### src/rtl/rate_search_pkg.sv
// Package rate_search_pkg
// Shared rate-code constants and helper functions for the rate search controller.
// Assumes the 3-bit rate code in which values above 5 are unused.
package rate_search_pkg;

    localparam int RATE_W    = 3;
    localparam int NUM_RATES = 6;

    localparam logic [RATE_W-1:0] RC_143  = 3'd0;
    localparam logic [RATE_W-1:0] RC_177  = 3'd1;
    localparam logic [RATE_W-1:0] RC_270  = 3'd2;
    localparam logic [RATE_W-1:0] RC_360  = 3'd3;
    localparam logic [RATE_W-1:0] RC_540  = 3'd4;
    localparam logic [RATE_W-1:0] RC_1485 = 3'd5;

    typedef logic [RATE_W-1:0]    rate_t;
    typedef logic [NUM_RATES-1:0] div_sel_t;

    // Map an unused code to the 143 Mb/s code.
    function automatic rate_t rate_sanitize(input rate_t c);
        return (c > RC_1485) ? RC_143 : c;
    endfunction

    // Next candidate in the search list, optionally skipping 177 Mb/s.
    function automatic rate_t rate_successor(input rate_t c, input logic skip177);
        rate_t n;
        case (c)
            RC_143:  n = skip177 ? RC_270 : RC_177;
            RC_177:  n = RC_270;
            RC_270:  n = RC_360;
            RC_360:  n = RC_1485;
            RC_1485: n = RC_540;
            default: n = RC_143;
        endcase
        return n;
    endfunction

    // True for the high-definition rate.
    function automatic logic rate_is_hd(input rate_t c);
        return (c == RC_1485);
    endfunction

endpackage

### src/rtl/dwell_timer.sv
// Module dwell_timer
// Counts reference-clock cycles spent on one search candidate and pulses
// 'expire' in the last cycle of a window of DWELL_CYCLES cycles.
// Assumes DWELL_CYCLES >= 2. 'restart' or a low 'run' clears the count.
module dwell_timer #(
    parameter int DWELL_CYCLES = 141400
) (
    input  logic clk,
    input  logic rst_n,
    input  logic run,
    input  logic restart,
    output logic expire
);
    localparam int CW = (DWELL_CYCLES > 1) ? $clog2(DWELL_CYCLES) : 1;
    localparam logic [CW-1:0] LAST = CW'(DWELL_CYCLES - 1);

    logic [CW-1:0] cnt_q;

    // Flag the final cycle of the dwell window.
    always_comb begin
        expire = run && !restart && (cnt_q == LAST);
    end

    // Advance the dwell count, wrapping on expiry.
    always_ff @(posedge clk) begin
        if (!rst_n || restart || !run) begin
            cnt_q <= '0;
        end else if (expire) begin
            cnt_q <= '0;
        end else begin
            cnt_q <= cnt_q + 1'b1;
        end
    end

endmodule

### src/rtl/rate_sequencer.sv
// Module rate_sequencer
// Holds the applied rate code and decides when it changes: it follows the
// manual code, holds while locked, and advances on dwell expiry or on a
// forced exit from 177 Mb/s when ASI traffic is selected.
// Assumes the dwell timer is cleared whenever 'dwell_restart' is high.
module rate_sequencer
    import rate_search_pkg::*;
(
    input  logic  clk,
    input  logic  rst_n,
    input  logic  auto_mode,
    input  logic  asi_mode,
    input  logic  lock_in,
    input  rate_t code_in,
    input  logic  dwell_expire,
    output logic  dwell_run,
    output logic  dwell_restart,
    output rate_t rate_q
);
    logic  forced_leave;
    rate_t rate_d;

    // Decide whether the timer runs and whether the current candidate must be left.
    always_comb begin
        forced_leave  = auto_mode && asi_mode && (rate_q == RC_177);
        dwell_run     = auto_mode && !lock_in && !forced_leave;
        dwell_restart = !auto_mode || lock_in || forced_leave;
    end

    // Choose the next applied rate.
    always_comb begin
        if (!auto_mode) begin
            rate_d = rate_sanitize(code_in);
        end else if (forced_leave || dwell_expire) begin
            rate_d = rate_successor(rate_q, asi_mode);
        end else begin
            rate_d = rate_q;
        end
    end

    // Register the applied rate.
    always_ff @(posedge clk) begin
        if (!rst_n) begin
            rate_q <= RC_143;
        end else begin
            rate_q <= rate_d;
        end
    end

endmodule

### src/rtl/rate_decode.sv
// Module rate_decode
// Turns the applied rate code into the one-hot divider select and the
// SD/HD indication. Purely combinational.
module rate_decode
    import rate_search_pkg::*;
(
    input  rate_t    rate,
    output div_sel_t div_sel,
    output logic     sd_hd
);
    // One decoder bit per supported rate.
    for (genvar g = 0; g < NUM_RATES; g++) begin : g_div
        assign div_sel[g] = (rate == RATE_W'(g));
    end

    // SD/HD indication: high for standard-definition rates.
    always_comb begin
        sd_hd = !rate_is_hd(rate);
    end

endmodule

### src/rtl/rate_search_ctrl.sv
// Module rate_search_ctrl
// Top level of the multi-rate search and selection controller. In automatic
// mode it searches the candidate list and settles on lock. In manual mode it
// applies the forced code. The bidirectional code pin is split into
// in/out/enable signals. Assumes lock_in is synchronous to clk.
module rate_search_ctrl
    import rate_search_pkg::*;
#(
    parameter int DWELL_CYCLES = 141400
) (
    input  logic       clk,
    input  logic       rst_n,
    input  logic       auto_mode,
    input  logic       asi_mode,
    input  logic       lock_in,
    input  logic [2:0] code_in,
    output logic [2:0] code_out,
    output logic       code_oe,
    output logic       sd_hd,
    output logic [5:0] div_sel
);
    logic  dwell_run;
    logic  dwell_restart;
    logic  dwell_expire;
    rate_t rate_q;

    dwell_timer #(
        .DWELL_CYCLES(DWELL_CYCLES)
    ) u_timer (
        .clk     (clk),
        .rst_n   (rst_n),
        .run     (dwell_run),
        .restart (dwell_restart),
        .expire  (dwell_expire)
    );

    rate_sequencer u_seq (
        .clk           (clk),
        .rst_n         (rst_n),
        .auto_mode     (auto_mode),
        .asi_mode      (asi_mode),
        .lock_in       (lock_in),
        .code_in       (code_in),
        .dwell_expire  (dwell_expire),
        .dwell_run     (dwell_run),
        .dwell_restart (dwell_restart),
        .rate_q        (rate_q)
    );

    rate_decode u_dec (
        .rate    (rate_q),
        .div_sel (div_sel),
        .sd_hd   (sd_hd)
    );

    // Drive the code pin only while the code is an output.
    always_comb begin
        code_out = rate_q;
        code_oe  = auto_mode;
    end

endmodule

### config.mk
export PLATFORM = sky130hd
export DESIGN_NAME = rate_search_ctrl
export DESIGN_NICKNAME = d
export VERILOG_FILES = /design/src/rtl/rate_search_pkg.sv /design/src/rtl/dwell_timer.sv /design/src/rtl/rate_sequencer.sv /design/src/rtl/rate_decode.sv /design/src/rtl/rate_search_ctrl.sv
export SDC_FILE = /design/constraint.sdc
export NUM_CORES = 1
export LEC_CHECK = 0
export BUFFER_PORTS_ARGS = -buffer_cell sky130_fd_sc_hd__buf_4
export CAP_MARGIN = 20
export CORE_MARGIN = 1.5
export CORE_UTILIZATION = 58
export DETAILED_ROUTE_END_ITERATION = 10
export PLACE_DENSITY = 0.82
export SLEW_MARGIN = 20
export SYNTH_ARGS = -nofsm -noshare
export SYNTH_HDL_FRONTEND = slang
export SYNTH_SLANG_ARGS = --single-unit
### constraint.sdc
create_clock -name clk -period 3.08 [get_ports clk]
set_input_delay 0.462 -clock clk [delete_from_list [all_inputs] [get_ports clk]]
set_output_delay 0.462 -clock clk [all_outputs]
set_load 0.05 [all_outputs]
==> flow_summary_export.csv <==
group,metric,value,unit
clock_network,cts.sinks,21,
power_and_ir_drop,power_density,383,mW/mm^2
clock_network,h-tree-depth,1,
final_layout,register_area,420,um^2
timing,max_slew_margin,60.1,%
timing,finalCritPeriodShare,65.3,%
clock_network,clk_latency,0.29,ns
setup_path,path_buf_inv,0,
synthesis,syn-cell-area,0.00114,mm^2
synthesis,syn_avg_cell_area,8.36,um^2
setup_path,reg2reg_depth,5,
setup_path,worstSetupStartpointType,"register",
timing,hold_viol_final,0,
final_layout,drive_gt1_share,19.3,%
floorplanning,die_area,0.00224,mm^2
drt,via_count,1016,
outcome,outcome,"finished, final reports clean",
hold_path,min_to,"u_seq.rate_q[1]",
placed_design,place_ws,1.06,ns
power_and_ir_drop,totalPowerFinal,0.494,mW
floorplanning,die-width,47.3,um
synthesis,ys_types,41,
drt,drt_iter0_markers,18,
synthesis,synth_fp_nets,145,
setup_path,crit_path_cell_trace,"ha_1 -> nand4_1 -> nor3b_1 -> a41o_1 -> nor2_1",
synthesis,yosysWarnings,0,
global_routing,grt_pass1_wl,3640,um
timing,hold_ws,0.459,ns
run,cap_violations,0,
global_routing,grtUsageTotal,22.6,%
hold_path,hp-class,"in -> reg",
timing,fin_crit,2.01,ns
floorplanning,core,0.00178,mm^2
setup_path,rrSetupSlack,1.07,ns
final_layout,final_util,72.4,%
power_and_ir_drop,leakagePower,0.468,nW
synthesis,synthFlopType,"dfxtp_1",
floorplanning,initial_utilization,63.8,%
clock_network,clockBufferDepth,2,
setup_path,critical_path.max_stage_delay,0.61,ns
clock_network,clk_pin_slew,0.11,ns
setup_path,worst-setup-path-type,"reg -> reg",
drt,antenna_left,0,
setup_path,critPathTopFamily,"compound AO/OA/AOI/OAI gates",
floorplanning,num_rows,15,
setup_path,slowest_stage,"a41o_1",
hold_path,holdPathStages,3,
floorplanning,io_pins,19,
setup_path,critical_path.max_fanout,18,
timing,setup_violations,0,
timing,fin_skew,0.00581,ns
synthesis,synth-edff-count,0,
timing,max_freq,498,MHz
power_and_ir_drop,ir_drop,367,uV
setup_path,cp.depth,5,
clock_network,hold_buffers,0,
timing,rsz0062_at_grt,"no",
synthesis,async_reset_ff_share,0,%
setup_path,crit-reg2reg-launch,"u_timer.cnt_q[0]",
clock_network,cts-resized-gates,0,
placed_design,gp_congestion,0.811,
drt,drt_wl_total,2260,um
drt,dr.pass1.iters,4,
timing,maxSlewViolCount,0,
final_layout,n_antenna_cell,0,
final_layout,final_cell_mix,"dfxtp_1, buf_4, nor2_1",
placed_design,hpwl,1700,um
global_routing,antenna_found_initial,0,
clock_network,numCtsBuffers,3,
drt,via_per_inst,5.81,
clock_network,cts_tree,"yes",
final_layout,final_common_cell,"dfxtp_1",
timing,finalSetupTns,0,ns
final_layout,area_growth,13.4,%
drt,drc,0,
global_routing,grt_max_degree,19,
setup_path,end_kind,"register",
final_layout,multi_input_area,651,um^2
timing,final.setup.worst_slack,1.07,ns
synthesis,ys_ff_latch,21,
synthesis,ys_seq_area_share,37.0,%
setup_path,required,3.24,ns
drt,wl_per_cell,12.9,um
timing,worst_slew_pin_slew,0.599,ns
final_layout,fillers,145,
global_routing,grt_pass1_vias,857,
setup_path,critical_path_arrival,2.17,ns
setup_path,worstReg2RegEnd,"u_timer.cnt_q[7]",
final_layout,nNetsFinal,160,
floorplanning,die_h,47.3,um
hold_path,hold_start,"rst_n",
clock_network,cts_setup_buffers,0,
clock_network,cts-root-buf,"clkbuf_4",
placed_design,numPortBuffers,18,
global_routing,grt_overflow,0,
synthesis,synth_cells,136,
[logic make-up after synthesis]
family | synth area share (%)
DFF | 37.0
AOI/OAI and AO/OA | 12.9
buffers and inverters | 5.83
adders and majority gates | 1.10
and+or+nand+nor | 32.9
xor gates and xnor gates | 7.70
muxes | 2.64
[worst register-to-register path, stage by stage (launching register included)]
cell and delay, ns:
dfxtp_1 0.43, ha_1 0.33, nand4_1 0.14, nor3b_1 0.26, a41o_1 0.61, nor2_1 0.12
[layer usage]
layer / part of all wire, % / track usage [%]
met5: 0 / 0
met3: 3.4 / 5.77
met1: 48 / 29.8
met2: 48 / 37.3
met4: 0.53 / 5.00
[flip-flops by register name, indices dropped and copies added, names as in the netlist]
name	flops
u_seq.rate_q	3
u_timer.cnt_q	18
[cells in the mapped netlist, types with 2 or more instances]
library cell	number	area (um^2)
a21oi_1	5	25.0
and3_1	3	18.8
and4_1	2	17.5
buf_2	5	25.0
clkbuf_1	2	7.51
dfxtp_1	21	420
inv_1	7	26.3
mux2i_1	3	30.0
nand2_1	9	33.8
nand3_1	7	35.0
nand3b_1	2	15.0
nand4_1	5	31.3
nor2_1	12	45.0
nor3_1	6	30.0
nor3b_1	5	37.5
o21ai_0	6	30.0
o31ai_1	2	15.0
or3_1	3	18.8
xnor2_1	3	26.3
xor2_1	7	61.3
[per-stage QoR]
step	std cells	instance area, um^2
6_report	175	1290
5_1_grt	175	1290
4_1_cts	175	1290
3_5_place_dp	171	1260
3_3_place_gp	171	1260
2_1_floorplan	136	1140
[cell type report]
class / count / area share, %
multi-input combinational: 100 / 50.4
inverter: 7 / 2.04
sequential: 21 / 32.6
tap: 25 / 2.42
clock buffer: 4 / 2.04
timing repair buffer: 18 / 10.5
[report_power, final]
part	switching, mW	total (mW)	internal (mW)
Clock	0.0755	0.126	0.0503
Combinational	0.0535	0.0837	0.0301
Sequential	0.00943	0.285	0.275
Total	0.138	0.494	0.356
[worst max-delay path by stage]
stage	start	to	slack [ns]
final	u_timer.cnt_q[0]	u_timer.cnt_q[7]	1.07
after global routing	u_timer.cnt_q[0]	u_timer.cnt_q[7]	0.83
after CTS	u_timer.cnt_q[0]	u_timer.cnt_q[7]	1.05
after detailed placement	u_timer.cnt_q[0]	u_timer.cnt_q[7]	1.06
after global placement	u_timer.cnt_q[0]	u_timer.cnt_q[5]	1.20
after floorplan	u_seq.rate_q[0]	div_sel[1]	0.49
No activity file was read; power rests on OpenSTA's default activity.
